$ cat config.mk
export PLATFORM = sky130hd
export DESIGN_NAME = ras_predictor
export DESIGN_NICKNAME = d
export VERILOG_FILES = /design/src/rtl/ras_pkg.sv /design/src/rtl/ras_ctrl.sv /design/src/rtl/ras_dpath.sv /design/src/rtl/ras_predictor.sv
export SDC_FILE = /design/constraint.sdc
export NUM_CORES = 1
export LEC_CHECK = 0
export ABC_AREA = 1
export BUFFER_PORTS_ARGS = -buffer_cell sky130_fd_sc_hd__buf_2
export CORE_UTILIZATION = 58
export CTS_BUF_LIST = sky130_fd_sc_hd__clkbuf_4 sky130_fd_sc_hd__clkbuf_8 sky130_fd_sc_hd__clkbuf_16
export DETAILED_ROUTE_END_ITERATION = 8
export GPL_ROUTABILITY_DRIVEN = 0
export PLACE_DENSITY = 0.82
export SYNTH_ARGS = -nofsm -noshare
export SYNTH_HDL_FRONTEND = slang
export SYNTH_HIERARCHICAL = 1
export SYNTH_SLANG_ARGS = --single-unit
$ cat constraint.sdc
create_clock -name clk -period 1.89 [get_ports clk]
set_input_delay 0.378 -clock clk [delete_from_list [all_inputs] [get_ports clk]]
set_output_delay 0.378 -clock clk [all_outputs]
set_load 0.02 [all_outputs]
$ cat src/rtl/ras_pkg.sv
package ras_pkg;
  typedef enum logic [1:0] {
    BR_NONE    = 2'd0,
    BR_CALL    = 2'd1,
    BR_RETHINT = 2'd2,
    BR_REG     = 2'd3
  } brKind_e;

  typedef struct packed {
    logic push;
    logic pop;
    logic indir;
  } rasStrobe_t;
endpackage

$ cat src/rtl/ras_ctrl.sv
module ras_ctrl #(
  parameter int DEPTH = 4,
  localparam int PTR_W = $clog2(DEPTH),
  localparam int OCC_W = PTR_W + 1
) (
  input  logic                 clk,
  input  logic                 rst,
  input  logic                 inferMode,
  input  logic                 brValid,
  input  logic [1:0]           brKind,
  input  logic                 brSrcIsLink,
  output ras_pkg::rasStrobe_t  strobe,
  output logic [PTR_W-1:0]     wrIdx,
  output logic [PTR_W-1:0]     rdIdx
);
  import ras_pkg::*;

  logic [PTR_W-1:0] topPtr;
  logic [OCC_W-1:0] occ;
  logic isCall, isRet, isIndir, linkRet;

  // Classifier: a plain register branch from the link register counts as a
  // return only when the inferred mode is on.
  always_comb begin
    linkRet = inferMode && brSrcIsLink;
    isCall  = brValid && (brKind == BR_CALL);
    isRet   = brValid && ((brKind == BR_RETHINT) || ((brKind == BR_REG) && linkRet));
    isIndir = brValid && (brKind == BR_REG) && !linkRet;
    strobe.push  = isCall;
    strobe.pop   = isRet;
    strobe.indir = isIndir;
  end

  assign rdIdx = topPtr;
  assign wrIdx = topPtr + PTR_W'(1);

  always_ff @(posedge clk) begin
    if (rst) begin
      topPtr <= '0;
      occ    <= '0;
    end else if (strobe.push) begin
      topPtr <= wrIdx;                                  // wraps modulo DEPTH
      if (occ != OCC_W'(DEPTH)) occ <= occ + OCC_W'(1);  // silent overwrite
    end else if (strobe.pop) begin
      topPtr <= topPtr - PTR_W'(1);                     // wraps even when empty
      if (occ != '0) occ <= occ - OCC_W'(1);
    end
  end

  p_kind_known_r11: assert property (@(posedge clk) disable iff (rst)
    brValid |-> !$isunknown(brKind));
  p_push_move_r2: assert property (@(posedge clk) disable iff (rst)
    strobe.push |=> topPtr == $past(topPtr) + PTR_W'(1));
  p_pop_wrap_r7: assert property (@(posedge clk) disable iff (rst)
    strobe.pop |=> topPtr == $past(topPtr) - PTR_W'(1));
  p_occ_bound_r1: assert property (@(posedge clk) disable iff (rst)
    occ <= OCC_W'(DEPTH));
  p_plain_keep_r4: assert property (@(posedge clk) disable iff (rst)
    (brValid && brKind == BR_REG && !inferMode) |=> $stable(topPtr));
  p_idle_keep_r11: assert property (@(posedge clk) disable iff (rst)
    (!brValid || brKind == BR_NONE) |=> ($stable(topPtr) && $stable(occ)));
endmodule

$ cat src/rtl/ras_dpath.sv
module ras_dpath #(
  parameter int DEPTH  = 4,
  parameter int ADDR_W = 32,
  parameter int CNT_W  = 16,
  parameter int STEP   = 4,
  localparam int PTR_W = $clog2(DEPTH),
  localparam logic [CNT_W-1:0] CNT_MAX = '1
) (
  input  logic                clk,
  input  logic                rst,
  input  ras_pkg::rasStrobe_t strobe,
  input  logic [PTR_W-1:0]    wrIdx,
  input  logic [PTR_W-1:0]    rdIdx,
  input  logic [ADDR_W-1:0]   brPc,
  input  logic                resValid,
  input  logic [ADDR_W-1:0]   resTarget,
  output logic [ADDR_W-1:0]   predTarget,
  output logic                predLive,
  output logic                mispredict,
  output logic [CNT_W-1:0]    hitCount,
  output logic [CNT_W-1:0]    missCount
);
  logic [ADDR_W-1:0] memArr   [DEPTH];
  logic [DEPTH-1:0]  validVec;
  logic [ADDR_W-1:0] lastPred;
  logic [ADDR_W-1:0] pushData;

  assign pushData   = brPc + ADDR_W'(STEP);
  assign predTarget = memArr[rdIdx];
  assign predLive   = validVec[rdIdx];
  assign mispredict = resValid && (resTarget != lastPred);

  always_ff @(posedge clk) begin
    if (rst) begin
      for (int i = 0; i < DEPTH; i++) memArr[i] <= '0;
      validVec <= '0;
    end else begin
      for (int i = 0; i < DEPTH; i++) begin
        if (strobe.push && wrIdx == PTR_W'(i)) begin
          memArr[i]   <= pushData;
          validVec[i] <= 1'b1;
        end else if (strobe.pop && rdIdx == PTR_W'(i)) begin
          validVec[i] <= 1'b0;
        end
      end
    end
  end

  always_ff @(posedge clk) begin
    if (rst) lastPred <= '0;
    else if (strobe.pop) lastPred <= predTarget;
  end

  always_ff @(posedge clk) begin
    if (rst) begin
      hitCount  <= '0;
      missCount <= '0;
    end else if (resValid) begin
      if (mispredict) begin
        if (missCount != CNT_MAX) missCount <= missCount + CNT_W'(1);
      end else begin
        if (hitCount != CNT_MAX) hitCount <= hitCount + CNT_W'(1);
      end
    end
  end

  p_push_store_r2: assert property (@(posedge clk) disable iff (rst)
    strobe.push |=> (memArr[$past(wrIdx)] == $past(brPc) + ADDR_W'(STEP)) && validVec[$past(wrIdx)]);
  p_pop_clear_r7: assert property (@(posedge clk) disable iff (rst)
    strobe.pop |=> !validVec[$past(rdIdx)]);
  p_miss_sat_r9: assert property (@(posedge clk) disable iff (rst)
    (missCount == CNT_MAX) |=> (missCount == CNT_MAX));
  p_hit_sat_r9: assert property (@(posedge clk) disable iff (rst)
    (hitCount == CNT_MAX) |=> (hitCount == CNT_MAX));
  p_miss_step_r8: assert property (@(posedge clk) disable iff (rst)
    (resValid && mispredict && missCount != CNT_MAX) |=> missCount == $past(missCount) + CNT_W'(1));
endmodule

$ cat src/rtl/ras_predictor.sv
module ras_predictor #(
  parameter int DEPTH  = 4,
  parameter int ADDR_W = 32,
  parameter int CNT_W  = 16,
  parameter int STEP   = 4,
  localparam int PTR_W = $clog2(DEPTH)
) (
  input  logic              clk,
  input  logic              rst,
  input  logic              inferMode,
  input  logic              brValid,
  input  logic [1:0]        brKind,
  input  logic              brSrcIsLink,
  input  logic [ADDR_W-1:0] brPc,
  input  logic              resValid,
  input  logic [ADDR_W-1:0] resTarget,
  output logic              predValid,
  output logic [ADDR_W-1:0] predTarget,
  output logic              predLive,
  output logic              indirStrobe,
  output logic              mispredict,
  output logic [CNT_W-1:0]  hitCount,
  output logic [CNT_W-1:0]  missCount
);
  ras_pkg::rasStrobe_t strobe;
  logic [PTR_W-1:0] wrIdx, rdIdx;

  ras_ctrl #(.DEPTH(DEPTH)) u_ctrl (
    .clk(clk), .rst(rst), .inferMode(inferMode), .brValid(brValid),
    .brKind(brKind), .brSrcIsLink(brSrcIsLink),
    .strobe(strobe), .wrIdx(wrIdx), .rdIdx(rdIdx)
  );

  ras_dpath #(.DEPTH(DEPTH), .ADDR_W(ADDR_W), .CNT_W(CNT_W), .STEP(STEP)) u_dpath (
    .clk(clk), .rst(rst), .strobe(strobe), .wrIdx(wrIdx), .rdIdx(rdIdx),
    .brPc(brPc), .resValid(resValid), .resTarget(resTarget),
    .predTarget(predTarget), .predLive(predLive), .mispredict(mispredict),
    .hitCount(hitCount), .missCount(missCount)
  );

  assign predValid   = strobe.pop;
  assign indirStrobe = strobe.indir;

  p_pred_indir_excl_r6: assert property (@(posedge clk) disable iff (rst)
    !(predValid && indirStrobe));
endmodule

==> results.md, run 1 <==
- Post-Syn Area: between 0.01 and 0.015 mm^2
- Status: finished, violations left
- Initial Util: between 50% and 60%
- Worst path slowest cell: dfxtp_1
- Total wire length: 39,300 um
- Failing checks: design-rule violations, negative setup slack
- Share of cells above drive strength 1: between 30% and 40%
- Final Critical Period: 2.25 ns
- Syn Area/Cell: about 7.8 um^2
- Final Setup Violations: roughly 140
- Count leader, synth: nand2_1
- Drt via density: roughly 6.2
- Most used DFF post-synth: edfxtp_1
- H-tree Lvls: 4
- DRT iter0 DRCs: ~2,000
- Unrepaired setup endpoints after global routing: true
- Io pins: 140
- Final Slew Violations: 0
- Clock slew at reported path FFs: approximately 0.08 ns
- Die Wd: around 140 um
- Clock sinks: ~200
- CTS buffer count: 17
- Top achievable clock speed: approximately 440 MHz
- Seq cells post-synth: about 200
- Yosys top cell by area: edfxtp_1
- Via count: between 10,000 and 15,000
- CP Data Required Time: 1.51 ns
- Dpl hpwl: ~20,000 um
- Largest net degree at the start of global routing: 43
- Commonest cells in the netlist: nand2_1 (279), nor2_1 (239), inv_1 (186)
- DP Area: between 0.01 and 0.015 mm^2
- Post-route ant nets: 0
- Number of antenna violations at the first check in global routing: 0
- Post-synth top area share: between 30% and 40%
- Syn_nets: ~1,400
- Clk root buf: clkbuf_16
- Layout Skew: roughly 0.010 ns
- First drt pass iteration count: 9
- Gate Count Post-Synth: 1,366
- Setup TNS: -11.65 ns
- Final hold vios: 0
- Area Overhead vs Synth: 34.4%
- Final Util: just under 80%
- Number of nets in the layout: 1,688
- Post-synth EDFFs: approximately 130
- Chip Height: ~140 um
- Cell Pwr Density: ~750 mW/mm^2
- DR WL/cell: ~21 um
- Max Fanout on Critical Path: 2
- Filler instances: 1,011
- Worst hold path type: input pin to flip-flop
- CTS Buffer Depth: 2
- Netlist cell types: 39
- Critical path type: flip-flop to primary output
- Worst-path cell chain: inv_1, nand2_1, nand2_2, nand2_1, nor2_1, nand2_1, nor2_1, nand2_2, nand2_4, inv_2, buf_6
- I/O Buffers: ~140
- Startpoint Class: flip-flop
- Fin worst setup slack: -0.359 ns
- Rel. slew slack: about 65%
- Overflow after GRT: 0
- CP Capture Type: primary output
- CTS tree: built
- Peak VDD IR: about 600 uV
- Max Cap Violations: 0
- Max incr delay on CP: 0.32 ns
- Most used cell, CP: nand2_1
- First-pass GRT wire length: 49,800 um
- Register area share after synthesis: approximately half
- Fin crit share: 119%
- Synth area leaders: edfxtp_1 (36%), dfxtp_1 (13%), nand2_1 (9.9%)
- GRT Total Usage: 35.3%
- Fin area: 0.0142 mm^2
- P_leak: 6.57 nW
- Number of global-route vias before repair: 9,881
- Core Rows: between 40 and 50
- DRC Markers: 2
- Core Footprint: around 0.018 mm^2
- Clk_lat worst skew: 0.45 ns
- Worst-Margin Slew: 0.525 ns
- Asr flop ratio synth: 0%
- Syn. warnings: 6
- Die area: 0.0188 mm^2
- CP arrival: around 1.9 ns
-- final timing paths --
path	startpoint	end	cells after the start	slack (ns)
worst max-delay path	u_dpath/lastPred[19]	mispredict	11	-0.36
worst min register to register	u_dpath/hitCount[8]	u_dpath/hitCount[8]	2	0.51
worst max register to register	u_dpath/lastPred[19]	u_dpath/missCount[14]	14	-0.16
worst min-delay path	brPc[1]	u_dpath/memArr[1][1]	3	0.31
-- sequential cells by signal, summed over array words and instances (netlist names) --
signal,cells
u_ctrl/rdIdx,2
u_dpath/hitCount,16
u_dpath/lastPred,32
u_dpath/memArr,128
u_dpath/missCount,16
u_dpath/validVec,4
-- per-stage QoR --
stage | total power [mW] | worst slack (ns) | hold WS [ns] | cells
floorplan | 5.82 | 0.0961 | 0.440 | 1366
global placement | 6.44 | -0.0865 | 0.461 | 1751
detailed placement | 6.48 | -0.0338 | 0.463 | 1751
CTS | 10.2 | -0.233 | 0.282 | 1838
global route | 10.9 | -0.469 | 0.317 | 1854
finish | 10.6 | -0.359 | 0.308 | 1856
-- cell families after synthesis --
family          Yosys count  synth area share [%]
compound gates          141                  7.46
xor+xnor                 34                  2.81
fa+ha+maj                 3                 0.354
buf+inv                 252                  9.43
flops                   198                  49.5
simple gates            738                  30.4
-- final cells by class --
cell class / instances / area (um^2) / share of cell area [%]
Antenna cell: 2 / 5.00 / 0.0352
Clock buffer: 18 / 433 / 3.04
Clock inverter: 13 / 103 / 0.721
Inverter: 192 / 733 / 5.15
Multi-Input combinational cell: 917 / 5020 / 35.3
Sequential cell: 198 / 5270 / 37.0
Tap cell: 229 / 287 / 2.01
Timing Repair Buffer: 287 / 2390 / 16.8
-- where the power goes --
part           total, mW  internal [mW]  switching [mW]
sequential          4.91           4.79           0.124
combinational       2.29          0.925            1.36
clock               3.44           1.71            1.73
total               10.6           7.42            3.22
-- worst max-delay path: cells and delay by family (launching register included) --
family,cells,cell delay [ns]
simple gates,8,0.86
flops,1,0.32
buf+inv,3,0.23
-- cells in the final DEF (no fill, tap or decap), types with 23 or more instances in the layout --
cell type,n
nand2_1,259
nand4_1,42
clkbuf_16,23
inv_1,174
nor2_1,214
a21oi_1,69
edfxtp_1,128
dfxtp_1,56
a22oi_2,30
buf_4,108
buf_6,50
buf_2,106
xor2_1,24
nand3_1,93
o21ai_0,26
nand3_2,33
-- timing repair --
| action | 4_1_cts | 5_1_grt |
|---|---|---|
| cloned | 2 | 10 |
| hold buffers | 0 | 0 |
| endpoints found under the setup margin | 34 | 209 |
| setup buffers | 54 | 18 |
| resized for setup | 156 | 126 |
| pin swaps | 35 | 72 |
-- metal layers --
layer	vias up	GRT usage [%]	part of all wire, %	wire (um)
met3	291	6.56	13	5200
met4	0	17.9	6.9	2730
met5	-	0	0	0
met2	1050	60.0	46	18200
li1	4937	-	-	-
met1	5247	42.7	33	13100
(Power assumes the default switching activity.)
==> run 2, diff against run 1 <==
MAX_ROUTING_LAYER = met4   (was default)
==> run 2 against run 1 <==
The run ends with negative setup slack left; die area unchanged; global-route usage up 1.2 points; power decreased by 0.28%; count of clock-buffer cells in the layout is the same; clock skew hardly changed; hold slack lost 0.0057 ns; sequential share of layout area is 0.11 points higher; critical path type unchanged; clock power hardly changed; routed wire length down 2.8%; combinational power hardly changed; cell area down 0.28%; largest cell class unchanged.
==> results.md, run 2 (synthesized netlist as in run 1, its figures left out) <==
- Status: finished, violations left
- Failing checks: negative setup slack
- Largest Register: u_dpath/memArr
- Core Footprint: between 0.015 and 0.02 mm^2
- Pwr Total: about 11 mW
- Final Critical Period: between 2 and 2.5 ns
- Fin worst setup slack: -0.320 ns
- DP Area: 0.0120 mm^2
- Worst-Margin Slew: 0.591 ns
- Startpoint Class: flip-flop
- CTS Buffer Depth: 2
- Largest register FFs: around 130
- Core Rows: between 40 and 50
- Final hold vios: 0
- DRC Markers: 0
- Drt via density: 6.14
- CP arrival: around 1.8 ns
- Dpl hpwl: between 15,000 and 20,000 um
- Number of nets in the layout: 1,686
- I/O Buffers: 139
- GRT Total Usage: a little over a third
- # diodes: 0
- Commonest non-fill, non-tap cell in the layout: nand2_1
- CP Data Required Time: 1.51 ns
- P_leak: around 6.6 nW
- First-pass GRT wire length: approximately 50,000 um
- DRT iter0 DRCs: 1,715
- Fin area: about 0.014 mm^2
- Hold buffer count at CTS: 0
- Clk_lat worst skew: 0.45 ns
- Max Cap Violations: 0
- Final Setup Violations: 124
- Top Registers: u_dpath/memArr x128, u_dpath/lastPred x32
- CP Capture Type: primary output
- Clock slew at reported path FFs: 0.07 ns
- Fin crit share: 117%
- Share of cells above drive strength 1: a little under a third
- Via count: about 11,000
- Largest net degree at the start of global routing: between 40 and 50
- Setup TNS: -11.72 ns
- Overflow after GRT: 0
- Unrepaired setup endpoints after global routing: true
- Die Wd: approximately 140 um
- Number of antenna violations at the first check in global routing: 0
- DR WL/cell: about 20 um
- Clk root buf: clkbuf_16
- Post-route ant nets: 0
- Final Slew Violations: 0
- Filler instances: 1,041
- Number of global-route vias before repair: 9,843
- Final cell count without fillers: about 1,900
- First drt pass iteration count: 6
- CTS tree: built
- Peak VDD IR: 604 uV
- Io pins: between 100 and 150
- Layout Skew: 0.0106 ns
- Total wire length: 38,100 um
- Cell Pwr Density: 747 mW/mm^2
- Max Fanout on Critical Path: 7
- Die area: roughly 0.019 mm^2
- Critical path type: flip-flop to primary output
- Area Overhead vs Synth: 34.0%
- Worst hold path type: input pin to flip-flop
- Chip Height: 137 um
- CTS buffer count: 17
- Initial Util: about three fifths
- Top achievable clock speed: ~450 MHz
- Commonest non-fill, non-tap cells in the layout: nand2_1 (261), nor2_1 (214), inv_1 (174)
- Placed Cells incl. Taps: 1,751
- H-tree Lvls: 4
- Clock sinks: between 150 and 200
- Rel. slew slack: between 60 and 70%
## run 2: changes by cell type in the layout (fill, tap and decap cells not counted), moves of 2 or more
cell     before  now
buf_4       108  103
buf_6        50   55
a21oi_1      69   71
a21oi_2       4    2
diode_2       2    0
nand2_1     259  261
nand2_2      22   20
## run 2: path summary, 6_finish.rpt
kind / startpoint / endpoint / slack (ns) / cells past startpoint
hold / removal: brPc[1] / u_dpath/memArr[1][1] / 0.30 / 3
setup reg to reg: u_ctrl/rdIdx[1] / u_dpath/lastPred[8] / -0.18 / 11
setup / recovery: u_ctrl/rdIdx[0] / predTarget[23] / -0.32 / 7
hold reg to reg: u_dpath/hitCount[8] / u_dpath/hitCount[8] / 0.51 / 2
## run 2: metal layers
layer	vias up	share of wire (%)	GRT usage [%]
met2	1013	47	60.1
li1	4935	-	-
met4	0	6.1	17.3
met5	-	0	-
met1	5165	34	42.9
met3	253	13	7.00
## run 2: metrics by stage
stage / hold slack [ns] / utilization [%] / worst slack, ns
detailed placement: 0.463 / 67.0 / -0.0338
global placement: 0.461 / 67.0 / -0.0865
finish: 0.302 / 79.0 / -0.320
global route: 0.332 / 79.0 / -0.378
floorplan: 0.440 / - / 0.0961
CTS: 0.282 / 75.7 / -0.233
## run 2: repair_timing
| action | CTS | global route |
|---|---|---|
| setup buffers | 54 | 18 |
| gates cloned | 2 | 8 |
| endpoints found under the setup margin | 34 | 220 |
| hold endpoints to repair | 0 | 0 |
| pin swaps | 35 | 72 |
| gates resized for setup | 156 | 126 |
## run 2: report_power, final
part | internal, mW | total, mW | switching [mW]
sequential | 4.79 | 4.91 | 0.122
combinational | 0.921 | 2.26 | 1.34
clock | 1.71 | 3.44 | 1.73
total | 7.42 | 10.6 | 3.19
## run 2: final cells by class
cell class	count	area (um^2)	share of cell area, %
Sequential cell	198	5270	37.1
Inverter	192	731	5.15
Clock inverter	13	103	0.723
Clock buffer	18	433	3.05
Tap cell	229	287	2.02
Multi-Input combinational cell	917	5010	35.3
Timing Repair Buffer	285	2370	16.7
## run 2: worst max-delay path: stages, from the launching register on
cell and delay (ns):
dfxtp_4 0.38, inv_4 0.10, nor2_4 0.07, buf_6 0.13
buf_16 0.14, a22oi_2 0.18, nand3_2 0.19, buf_6 0.19
